<file path="config.mk">
export PLATFORM = sky130hd
export DESIGN_NAME = cache_ctl_regs
export DESIGN_NICKNAME = d
export VERILOG_FILES = /design/src/rtl/cctl_pkg.sv /design/src/rtl/cctl_decode.sv /design/src/rtl/cctl_ctrl_reg.sv /design/src/rtl/cctl_read_mux.sv /design/src/rtl/cache_ctl_regs.sv
export SDC_FILE = /design/constraint.sdc
export NUM_CORES = 1
export LEC_CHECK = 0
export BUFFER_PORTS_ARGS = -buffer_cell sky130_fd_sc_hd__buf_2
export CORE_AREA = 2 2 72 74
export DETAILED_ROUTE_END_ITERATION = 8
export DIE_AREA = 0 0 74 76
export GPL_TIMING_DRIVEN = 1
export PLACE_DENSITY = 0.73
export SLEW_MARGIN = 0
export SYNTH_ARGS = -nofsm -noshare
export SYNTH_HDL_FRONTEND = slang
export SYNTH_SLANG_ARGS = --single-unit
</file>
<file path="constraint.sdc">
create_clock -name clk -period 2.1 [get_ports clk]
set_input_delay 0.525 -clock clk [delete_from_list [all_inputs] [get_ports clk]]
set_output_delay 0.525 -clock clk [all_outputs]
set_load 0.05 [all_outputs]
</file>
<file path="src/rtl/cctl_pkg.sv">
package cctl_pkg;
  localparam int REG_W   = 32;
  localparam int CACHES  = 2;
  localparam int FRZ_LSB = 4;
  localparam int SNOOP_BIT   = 23;
  localparam int FLUSH_I_BIT = 21;
  localparam int FLUSH_D_BIT = 22;
  // command / status bits that are never stored
  localparam logic [REG_W-1:0] WO_MASK = 32'h0061_C000;
  localparam logic [1:0] SZ_WORD = 2'b10;

  typedef enum logic [1:0] {
    CS_OFF    = 2'b00,
    CS_FROZEN = 2'b01,
    CS_ON     = 2'b11
  } cstate_e;
endpackage

</file>
<file path="src/rtl/cctl_decode.sv">
module cctl_decode #(
  parameter int unsigned ADDR_W = 8,
  parameter logic [ADDR_W-1:0] CTRL_OFF = 8'h00,
  parameter logic [ADDR_W-1:0] ICFG_OFF = 8'h04,
  parameter logic [ADDR_W-1:0] DCFG_OFF = 8'h08
) (
  input  logic [ADDR_W-1:0] addr,
  input  logic [1:0]        size,
  input  logic              wr,
  output logic              wr_ctrl,
  output logic              rd_ok,
  output logic              sel_ctrl,
  output logic              sel_icfg,
  output logic              sel_dcfg
);
  import cctl_pkg::*;

  always_comb begin
    rd_ok    = (size == SZ_WORD);
    sel_ctrl = (addr == CTRL_OFF);
    sel_icfg = (addr == ICFG_OFF);
    sel_dcfg = (addr == DCFG_OFF);
    wr_ctrl  = wr && rd_ok && sel_ctrl;
  end
endmodule

</file>
<file path="src/rtl/cctl_ctrl_reg.sv">
module cctl_ctrl_reg
  import cctl_pkg::*;
(
  input  logic             clk,
  input  logic             rst,
  input  logic             wr_ctrl,
  input  logic [REG_W-1:0] wdata,
  input  logic             irq_taken,
  output logic [REG_W-1:0] ctrl_q,
  output logic             iflush_q,
  output logic             dflush_q
);
  localparam int FLD_W = 2 * CACHES;

  logic [REG_W-1:0]        base;
  logic [CACHES-1:0][1:0]  fld_nxt;
  logic [REG_W-1:0]        ctrl_d;

  assign base = wr_ctrl ? (wdata & ~WO_MASK) : ctrl_q;

  for (genvar g = 0; g < CACHES; g++) begin : g_freeze
    always_comb begin
      fld_nxt[g] = base[2*g +: 2];
      if (irq_taken && base[FRZ_LSB+g] && (base[2*g +: 2] == CS_ON))
        fld_nxt[g] = CS_FROZEN;
    end
  end

  assign ctrl_d = {base[REG_W-1:FLD_W], fld_nxt};

  always_ff @(posedge clk) begin
    if (rst) begin
      ctrl_q   <= '0;
      iflush_q <= 1'b0;
      dflush_q <= 1'b0;
    end else begin
      ctrl_q   <= ctrl_d;
      iflush_q <= wr_ctrl && wdata[FLUSH_I_BIT];
      dflush_q <= wr_ctrl && wdata[FLUSH_D_BIT];
    end
  end
endmodule

</file>
<file path="src/rtl/cctl_read_mux.sv">
module cctl_read_mux
  import cctl_pkg::*;
#(
  parameter logic [REG_W-1:0] ICFG_VAL = 32'h1022_0000,
  parameter logic [REG_W-1:0] DCFG_VAL = 32'h1822_0000
) (
  input  logic             clk,
  input  logic             rst,
  input  logic             rd_ok,
  input  logic             sel_ctrl,
  input  logic             sel_icfg,
  input  logic             sel_dcfg,
  input  logic [REG_W-1:0] ctrl_q,
  output logic [REG_W-1:0] rdata_q
);
  logic [REG_W-1:0] rd_d;

  always_comb begin
    rd_d = '0;
    if (rd_ok) begin
      if (sel_ctrl)      rd_d = ctrl_q;
      else if (sel_icfg) rd_d = ICFG_VAL;
      else if (sel_dcfg) rd_d = DCFG_VAL;
    end
  end

  always_ff @(posedge clk) begin
    if (rst) rdata_q <= '0;
    else     rdata_q <= rd_d;
  end
endmodule

</file>
<file path="src/rtl/cache_ctl_regs.sv">
module cache_ctl_regs
  import cctl_pkg::*;
#(
  parameter int unsigned ADDR_W = 8,
  parameter logic [ADDR_W-1:0] CTRL_OFF = 8'h00,
  parameter logic [ADDR_W-1:0] ICFG_OFF = 8'h04,
  parameter logic [ADDR_W-1:0] DCFG_OFF = 8'h08,
  parameter logic [REG_W-1:0]  ICFG_VAL = 32'h1022_0000,
  parameter logic [REG_W-1:0]  DCFG_VAL = 32'h1822_0000
) (
  input  logic              clk,
  input  logic              rst,
  input  logic [ADDR_W-1:0] bus_addr,
  input  logic              bus_wr,
  input  logic [REG_W-1:0]  bus_wdata,
  input  logic [1:0]        bus_size,
  output logic [REG_W-1:0]  bus_rdata,
  input  logic              irq_taken,
  output logic [1:0]        icache_state,
  output logic [1:0]        dcache_state,
  output logic              snoop_en,
  output logic              iflush_pulse,
  output logic              dflush_pulse
);
  logic wr_ctrl, rd_ok, sel_ctrl, sel_icfg, sel_dcfg;
  logic [REG_W-1:0] ctrl_q;

  cctl_decode #(
    .ADDR_W(ADDR_W), .CTRL_OFF(CTRL_OFF), .ICFG_OFF(ICFG_OFF), .DCFG_OFF(DCFG_OFF)
  ) u_dec (
    .addr(bus_addr), .size(bus_size), .wr(bus_wr),
    .wr_ctrl(wr_ctrl), .rd_ok(rd_ok),
    .sel_ctrl(sel_ctrl), .sel_icfg(sel_icfg), .sel_dcfg(sel_dcfg)
  );

  cctl_ctrl_reg u_ctrl (
    .clk(clk), .rst(rst), .wr_ctrl(wr_ctrl), .wdata(bus_wdata),
    .irq_taken(irq_taken), .ctrl_q(ctrl_q),
    .iflush_q(iflush_pulse), .dflush_q(dflush_pulse)
  );

  cctl_read_mux #(.ICFG_VAL(ICFG_VAL), .DCFG_VAL(DCFG_VAL)) u_rd (
    .clk(clk), .rst(rst), .rd_ok(rd_ok),
    .sel_ctrl(sel_ctrl), .sel_icfg(sel_icfg), .sel_dcfg(sel_dcfg),
    .ctrl_q(ctrl_q), .rdata_q(bus_rdata)
  );

  assign icache_state = ctrl_q[1:0];
  assign dcache_state = ctrl_q[3:2];
  assign snoop_en     = ctrl_q[SNOOP_BIT];
endmodule

</file>
# == Yosys cells after proc, flatten, opt, wreduce, memory -nomap -nowiden ==
# Cells that the tools add are included.
# word_totals
reg_bits,61
latch_bits,0
mem_bits_rw,0
mem_bits_ro,0
inputBits,46
output_inout_bits,39
word_cells,35
mem_count,0
# classes
addsub,0
n_mul,0
div,0
order_cmp,0
n_eq_ne,5
n_shift,0
muxes,6
bitwise_logic,1
reduce_logical,14
# op_table
operator,count
32-bit 2-to-1 mux,2
29-bit 2-to-1 mux,1
"8-bit by 3-bit equality test with 1-bit output, second input constant",1
"8-bit by 4-bit equality test with 1-bit output, second input constant",1
1-bit logical AND,8
8-bit zero test,1
"2-bit equality test, second input constant",3
6-bit 2-to-1 mux,1
2-bit OR reduction,3
4-bit OR reduction,1
3-bit OR reduction,1
1-bit 2-to-1 mux,2
1-bit NOT,1

# == Longest topological paths before layout ==
# Gate-level depths: netlist of the first run.
# depth
depth_word,7
mapped_depth,6
ltp_nobuf,3

# == Hierarchy ==
# A second synthesis of the first run with hierarchy kept.
# unflattened
cells_unflattened,186
area_unflattened_um2,2103.3
# by_module_without_submodules
mod,instances,cells_each,area_each_um2,seq_area_each_um2
cctl_ctrl_reg,1,101,1104.8,580.6
cctl_read_mux,1,75,920.9,640.6
cctl_decode,1,10,77.6,0.0

# == Worst setup path before layout of the first run ==
# No wires, ideal clock.
# synth_timing
path_kind,input -> register
from,in bus_addr[1]
to,reg u_ctrl.ctrl_q[0]
setup_ns,0.072
arrival_ns,1.815
required_time_ns,2.028
slack_ns,0.214
path_stages,5
n_path_buf,2
path_cell_list,or4_4 nor4_4 buf_6 buf_12 mux2i_1
# synth_between
elab_chain_len,6
word_cells_on_any_way,7
cone_classes,eq/ne (1); mux (2); reduce/logical (4)
# synth_lines
element,line,text
"start, declared",cache_ctl_regs.sv:13,"input logic [ADDR_W-1:0] bus_addr,"
8-bit zero test *,cctl_decode.sv:20,sel_ctrl = (addr == CTRL_OFF);
1-bit logical AND *,cctl_decode.sv:23,wr_ctrl = wr && rd_ok && sel_ctrl;
6-bit 2-to-1 mux *,cctl_ctrl_reg.sv:19,assign base = wr_ctrl ? (wdata & ~WO_MASK) : ctrl_q;
2-bit equality test or 1-bit logical AND (tied branches),cctl_ctrl_reg.sv:24,if (irq_taken && base[FRZ_LSB+g] && (base[2*g +: 2] == CS_ON))
1-bit logical AND,cctl_ctrl_reg.sv:24,
1-bit 2-to-1 mux *,cctl_ctrl_reg.sv:24,
"end signal, assigned",cctl_ctrl_reg.sv:37,ctrl_q <= ctrl_d;
"end, declared",cctl_ctrl_reg.sv:9,"output logic [REG_W-1:0] ctrl_q,"
# Every way passes the cells marked *; elsewhere a longest branch is shown, timed or not.
# A chain may end at the register's enable or synchronous reset.

# == Worst setup path after layout of the first run ==
# Same ends and word-level chain as after synthesis.

==> metrics.txt, run 1 <==
Layout Nets 327; fin crit share 82.4%; Startpoint Class input pin; die area 5620 µm²; Mapped Cells 207; Pre-Repair DR Iteration Count 3; share of layout cells above drive strength 1 35.1%; setup repair bufs after CTS 0; Die Span Y 76 µm; min Tclk post-route 1.73 ns; Clock Pin Slew Worst Setup and Hold Paths 0.06 ns; Ys Warns 0; CTS tree yes; Die W 74 µm; Vias/cell 4.33; H-tree lvl count 3; most frequent cells in the layout buf_2 (77), dfxtp_1 (57), nand2b_1 (50), mux2i_1 (27), and2_1 (22); Synth Area per Inst 10.9 µm²; post-synth top area cell dfxtp_1; Layout area overhead 26.6%; num rows 26; RSZ-0062 raised after global routing no; Clk pwr share 47.1%; vias in the first global route 1,488; top-area cell type share of the netlist area 50.8%; setup violators final 0; Max VDD drop 0.430 mV; final WL 3840 µm; Worst Path Max Fanout 27; port bufs 77; Leak Pwr 1.23 nW; status finished clean; Synth Cell Area 2250 µm²; worst slack at placement 0.0363 ns; initial antenna violation count 0; Area after DPL 2630 µm²; Sw Share 20.1%; post-DP HPWL 2610 µm; crit path capture type flop; CP arrival 1.97 ns; filler cell count 416; CP max stage cell or4_4; Comb power frac 5.0%; cts repair resizes 0; number of synthesized register bits 57; I/O pin count 85; skew final 0.00559 ns; largest net degree at the start of global routing 37; Via Count 1,538; Cell Int Power 1.81 mW; Core Area 4910 µm²; Sequential Power Share 47.8%; Hold Vio Cnt, Final 0; NetSw 0.455 mW; CTS root buf clkbuf_8; Hold/Removal Path Class in -> reg; antenna viol nets, final 0; Hold-fix buffers, CTS 0; CTS buffer count 9; CP Class in -> reg; n_diodes 0; max-cap violations 0; Overall Global Routing Usage 14.3%; Starting Density 45.7%; slowest stage delay, CP 0.58 ns; Synth area leaders dfxtp_1 (51%), nand2b_1 (14%), mux2i_1 (12%); WL/cell 10.8 µm; Finished Cell Area 2840 µm²; post-synthesis sequential area ratio 50.8%; Peak Freq 0.578 GHz; CP Data Required Time 2.34 ns; Worst-Skew Late Latency 0.32 ns; Slew Limit Fails 0; pwr dens 795 nW/µm²; initial drt markers 52; final RePlAce weighted congestion 0.704; worst-case clock buffer depth 2; setup_tns 0 ns; first-pass GRT wire length 6240 µm; commonest non-fill, non-tap cell in the layout buf_2; setup ws final 0.369 ns; crit path cell chain buf_2, or4_4, nor4_4, buf_12, mux2i_1; clock sink count 57; GRT Residual Overflow 0; Cell variety after synth 25; # DRC 0
-- worst paths after layout --
kind / slack (ns) / from / end / cells after the start
worst max-delay path: 0.37 / bus_addr[1] / u_ctrl.ctrl_q[0]$_SDFF_PP0_ / 5
worst min-delay path: 0.44 / bus_addr[2] / u_rd.rdata_q[27]$_SDFF_PP0_ / 2
worst max register to register: 1.38 / u_ctrl.ctrl_q[0]$_SDFF_PP0_ / u_ctrl.ctrl_q[1]$_SDFF_PP0_ / 3
worst min register to register: 0.45 / u_ctrl.ctrl_q[19]$_SDFFE_PP0N_ / u_rd.rdata_q[19]$_SDFF_PP0_ / 1
-- power by group through the flow --
stage          sequential (mW)  clock (mW)  combinational, mW
6_report                  1.08        1.07              0.114
4_1_cts                   1.08        1.10              0.115
5_1_grt                   1.08        1.14              0.125
2_1_floorplan             1.11           0             0.0707
3_5_place_dp              1.11           0              0.115
3_3_place_gp              1.11           0              0.114
-- kinds of logic (layout without fill, tap and decap cells) --
family                    Yosys count  count (layout)  synth area share [%]
buffers and inverters              21              96                  6.79
other                               1               4                 0.167
DFF                                57              57                  50.8
xor gates and xnor gates            1               1                 0.390
muxes                              27              27                  12.0
and+or+nand+nor                    98              98                  29.2
AOI/OAI and AO/OA                   2               2                 0.668
-- cells in the mapped netlist, drive strengths merged --
master / instances
xnor2: 1
nor2: 5
mux2i: 27
or4b: 1
and2: 22
nand2b: 50
conb: 1
a211oi: 2
nor3: 2
nor4b: 2
nand3b: 4
or3: 1
dfxtp: 57
and4: 2
or4: 1
nand3: 4
clkbuf: 8
inv: 1
or2: 2
buf: 12
nor4: 2
-- worst max-delay path: cells and delay by family --
kind	cells	cell delay, ns
multiplexers	1	0.21
AND/OR/NAND/NOR	2	0.86
buffers and inverters	2	0.36
-- per-stage QoR --
stage | cells | hold WS, ns | utilization (%) | power (mW)
2_1_floorplan | 210 | 0.431 | - | 1.18
3_3_place_gp | 340 | 0.438 | 53.5 | 1.22
3_5_place_dp | 340 | 0.441 | 53.5 | 1.22
4_1_cts | 355 | 0.431 | 57.9 | 2.30
5_1_grt | 355 | 0.454 | 57.9 | 2.34
6_report | 355 | 0.444 | 57.9 | 2.26
-- state kept, by name, indices dropped and copies added, names as in the netlist --
signal	count
u_rd.rdata_q	28
u_ctrl.ctrl_q	27
u_ctrl.dflush_q	1
u_ctrl.iflush_q	1
-- final cells by class --
class / count / area [µm²] / area share, %
inverters: 1 / 3.75 / 0.132
repair buffers: 80 / 433 / 15.2
multi-input cells: 132 / 965 / 33.9
clock buffers: 13 / 179 / 6.29
well taps: 70 / 87.6 / 3.08
clock inverters: 2 / 35.0 / 1.23
flip-flops and latches: 57 / 1140 / 40.1
-- routing by layer --
layer	share of wire, %	up-vias	global-route usage (%)
li1	-	809	-
met1	46	671	17.3
met2	46	52	21.8
met3	6.4	6	4.50
met4	1.8	0	8.73
met5	0	-	0
(Power assumes the default switching activity.)
==> run 2, diff against run 1 <==
ABC_AREA = 1   (was default)
CORE_AREA = 2 2 69 71   (was 2 2 72 74)
DIE_AREA = 0 0 71 73   (was 0 0 74 76)
clock period = 1.7 ns   (was 2.1 ns; I/O delays follow)
==> metrics.txt, run 2 <==
initial antenna violation count 0 (unchanged); Starting Density 43.5% (-2.3 points); n_diodes 0 (unchanged); crit path capture type primary output; Max VDD drop 0.597 mV (+39%); Synth Cell Area 1970 µm² (-12%); post-synth top area cell dfxtp_1; CP Data Required Time 1.27 ns (-1.07 ns); number of synthesized register bits 57 (unchanged); CTS buffer count 9 (unchanged); Area after DPL 2390 µm² (-8.9%); Hold Vio Cnt, Final 0 (unchanged); Die W 71 µm (-4.1%); post-synthesis sequential area ratio 57.9% (+7.1 points); clock sink count 57 (unchanged); final RePlAce weighted congestion 0.751 (+6.7%); CTS tree yes; setup violators final 0 (unchanged); Top delay family on crit path flip-flops; largest registers u_rd.rdata_q (28), u_ctrl.ctrl_q (27); RSZ-0062 raised after global routing no; setup repair bufs after CTS 0 (unchanged); Overall Global Routing Usage 16.0% (+1.7 points); crit path cell chain buf_2; Commonest cells post-synth dfxtp_1 (57), nor2_1 (39), inv_1 (36); min Tclk post-route 1.33 ns; first-pass GRT wire length 6340 µm (+1.6%); Via Count 1,674 (+8.8%); I/O pin count 85 (unchanged); setup_tns 0 ns (unchanged); Ys Warns 0 (unchanged); Hold/Removal Path Class in -> reg; hold path startpoint rst; fin crit share 78.5%; post-DP HPWL 2770 µm (+6.2%); Primary FF master, synth dfxtp_1; slowest stage delay, CP 0.33 ns (-0.25 ns); share of layout cells above drive strength 1 34.8% (-0.28 points); CTS root buf clkbuf_8; num rows 25 (-3.8%); cts repair resizes 0 (unchanged); Worst-Skew Late Latency 0.32 ns (about the same); Vias/cell 4.52 (+4.4%); Layout area overhead 31.3%; flop-to-flop setup slack 0.95 ns (-0.43 ns); top-area cell type share of the netlist area 57.9% (+7.1 points); status finished clean; Clock Pin Slew Worst Setup and Hold Paths 0.06 ns (about the same); Startpoint Class flop; worst reg-to-reg path cell count 5 (+2); # DRC 0 (unchanged); GRT Residual Overflow 0 (unchanged); pwr dens 1030 nW/µm² (+29%); Peak Freq 0.749 GHz; WHS Endpoint u_ctrl.ctrl_q[0]$_SDFF_PP0_; CP max stage cell dfxtp_1; Die Span Y 73 µm (-3.9%); Finished Cell Area 2590 µm² (-8.9%); max FFs per register 28 (unchanged); initial drt markers 49 (-5.8%); Post-synth EDFFs 0 (unchanged); largest net degree at the start of global routing 24 (-35%); worst-case clock buffer depth 2 (unchanged); Synth Area per Inst 8.61 µm² (-21%); Mapped Cells 229 (+11%); max-cap violations 0 (unchanged); WL/cell 10.5 µm (-3.3%); most frequent cells in the layout buf_2 (77), dfxtp_1 (57), nor2_1 (39), inv_1 (36), a21oi_1 (19); Layout Nets 357 (+9.2%); Hold-fix buffers, CTS 0 (unchanged); Slew Limit Fails 0 (unchanged); top-count cell post-synth dfxtp_1; Biggest register u_rd.rdata_q; r2r startpoint u_ctrl.ctrl_q[2]$_SDFF_PP0_; skew final 0.00412 ns (-0.00147 ns); final WL 3870 µm (+0.78%); Pre-Repair DR Iteration Count 5 (+2); CP arrival 0.91 ns (-1.06 ns); Cell variety after synth 22 (-12%); Leak Pwr 1.22 nW (-1.0%); vias in the first global route 1,573 (+5.7%); CP Class reg -> out; Worst Path Max Fanout 2 (-93%); commonest non-fill, non-tap cell in the layout buf_2; CP Buf/Inv Count 1 (-1); Synth area leaders dfxtp_1 (58%), nor2_1 (7.4%), inv_1 (6.9%); Min-Delay Path Depth 2 (unchanged); port bufs 77 (unchanged); Core Area 4540 µm² (-7.7%); die area 5180 µm² (-7.8%); WP depth 1 (-4); H-tree lvl count 3 (unchanged); r2r endpoint u_ctrl.ctrl_q[3]$_SDFF_PP0_; asr flop ratio synth 0% (unchanged); antenna viol nets, final 0 (unchanged)
-- run 2: cell types whose count changed after synthesis, sizes merged, moves of 4 or more --
cell    before  now
nor2         5   41
nand3        4    8
inv          1   36
mux2i       27    0
a21oi        0   19
nand2        0   18
clkbuf       8    3
and2        22    0
nand2b      50    0
o21ai        0   23
-- run 2: area by class of cell --
cell class | count | area (µm²)
Clock buffer | 10 | 138
Fill cell | 432 | 1950
Multi-Input combinational cell | 122 | 581
Sequential cell | 57 | 1140
Inverter | 36 | 135
Clock inverter | 6 | 57.6
Tap cell | 54 | 67.6
Timing Repair Buffer | 85 | 470
-- run 2: kinds of logic (layout without fill, tap and decap cells) --
| group | after synthesis | in the layout | share of synthesized area (%) |
|---|---|---|---|
| AOI/OAI and AO/OA | 42 | 42 | 11.0 |
| buffers and inverters | 53 | 137 | 13.3 |
| DFF | 57 | 57 | 57.9 |
| other | 1 | 4 | 0.190 |
| and+or+nand+nor | 76 | 76 | 17.6 |
-- run 2: metrics by stage --
step	total power [mW]	util [%]	worst slack (ns)	instances	hold WS [ns]
after global routing	2.77	57.1	0.285	370	0.350
after detailed placement	1.48	52.8	0.106	354	0.426
after floorplan	1.43	-	0.304	232	0.416
final	2.67	57.1	0.366	370	0.360
after CTS	2.71	57.1	0.337	370	0.348
after global placement	1.48	52.8	0.153	354	0.423
-- run 2: power by group --
part | total [mW] | internal [mW] | switching (mW)
registers | 1.34 | 1.34 | 0.000150
logic | 0.116 | 0.0504 | 0.0656
clock network | 1.21 | 0.705 | 0.509
-- run 2: worst max path at each step --
stage,startpoint,end,slack (ns)
3_5_place_dp,bus_addr[7],u_ctrl.ctrl_q[8]$_SDFFE_PP0N_,0.11
3_3_place_gp,bus_addr[5],u_ctrl.ctrl_q[19]$_SDFFE_PP0N_,0.15
4_1_cts,u_ctrl.ctrl_q[23]$_SDFFE_PP0N_,snoop_en,0.34
5_1_grt,bus_addr[7],u_ctrl.ctrl_q[19]$_SDFFE_PP0N_,0.28
2_1_floorplan,bus_addr[5],u_ctrl.ctrl_q[23]$_SDFFE_PP0N_,0.30
6_report,u_ctrl.ctrl_q[23]$_SDFFE_PP0N_,snoop_en,0.37
-- run 2: layer usage --
layer | global-route usage, % | vias to the layer above | part of all wire (%)
met4 | 9.43 | 0 | 2.0
met3 | 4.97 | 7 | 5.9
li1 | - | 859 | -
met5 | 0 | - | 0
met2 | 28.8 | 56 | 50
met1 | 16.5 | 752 | 42
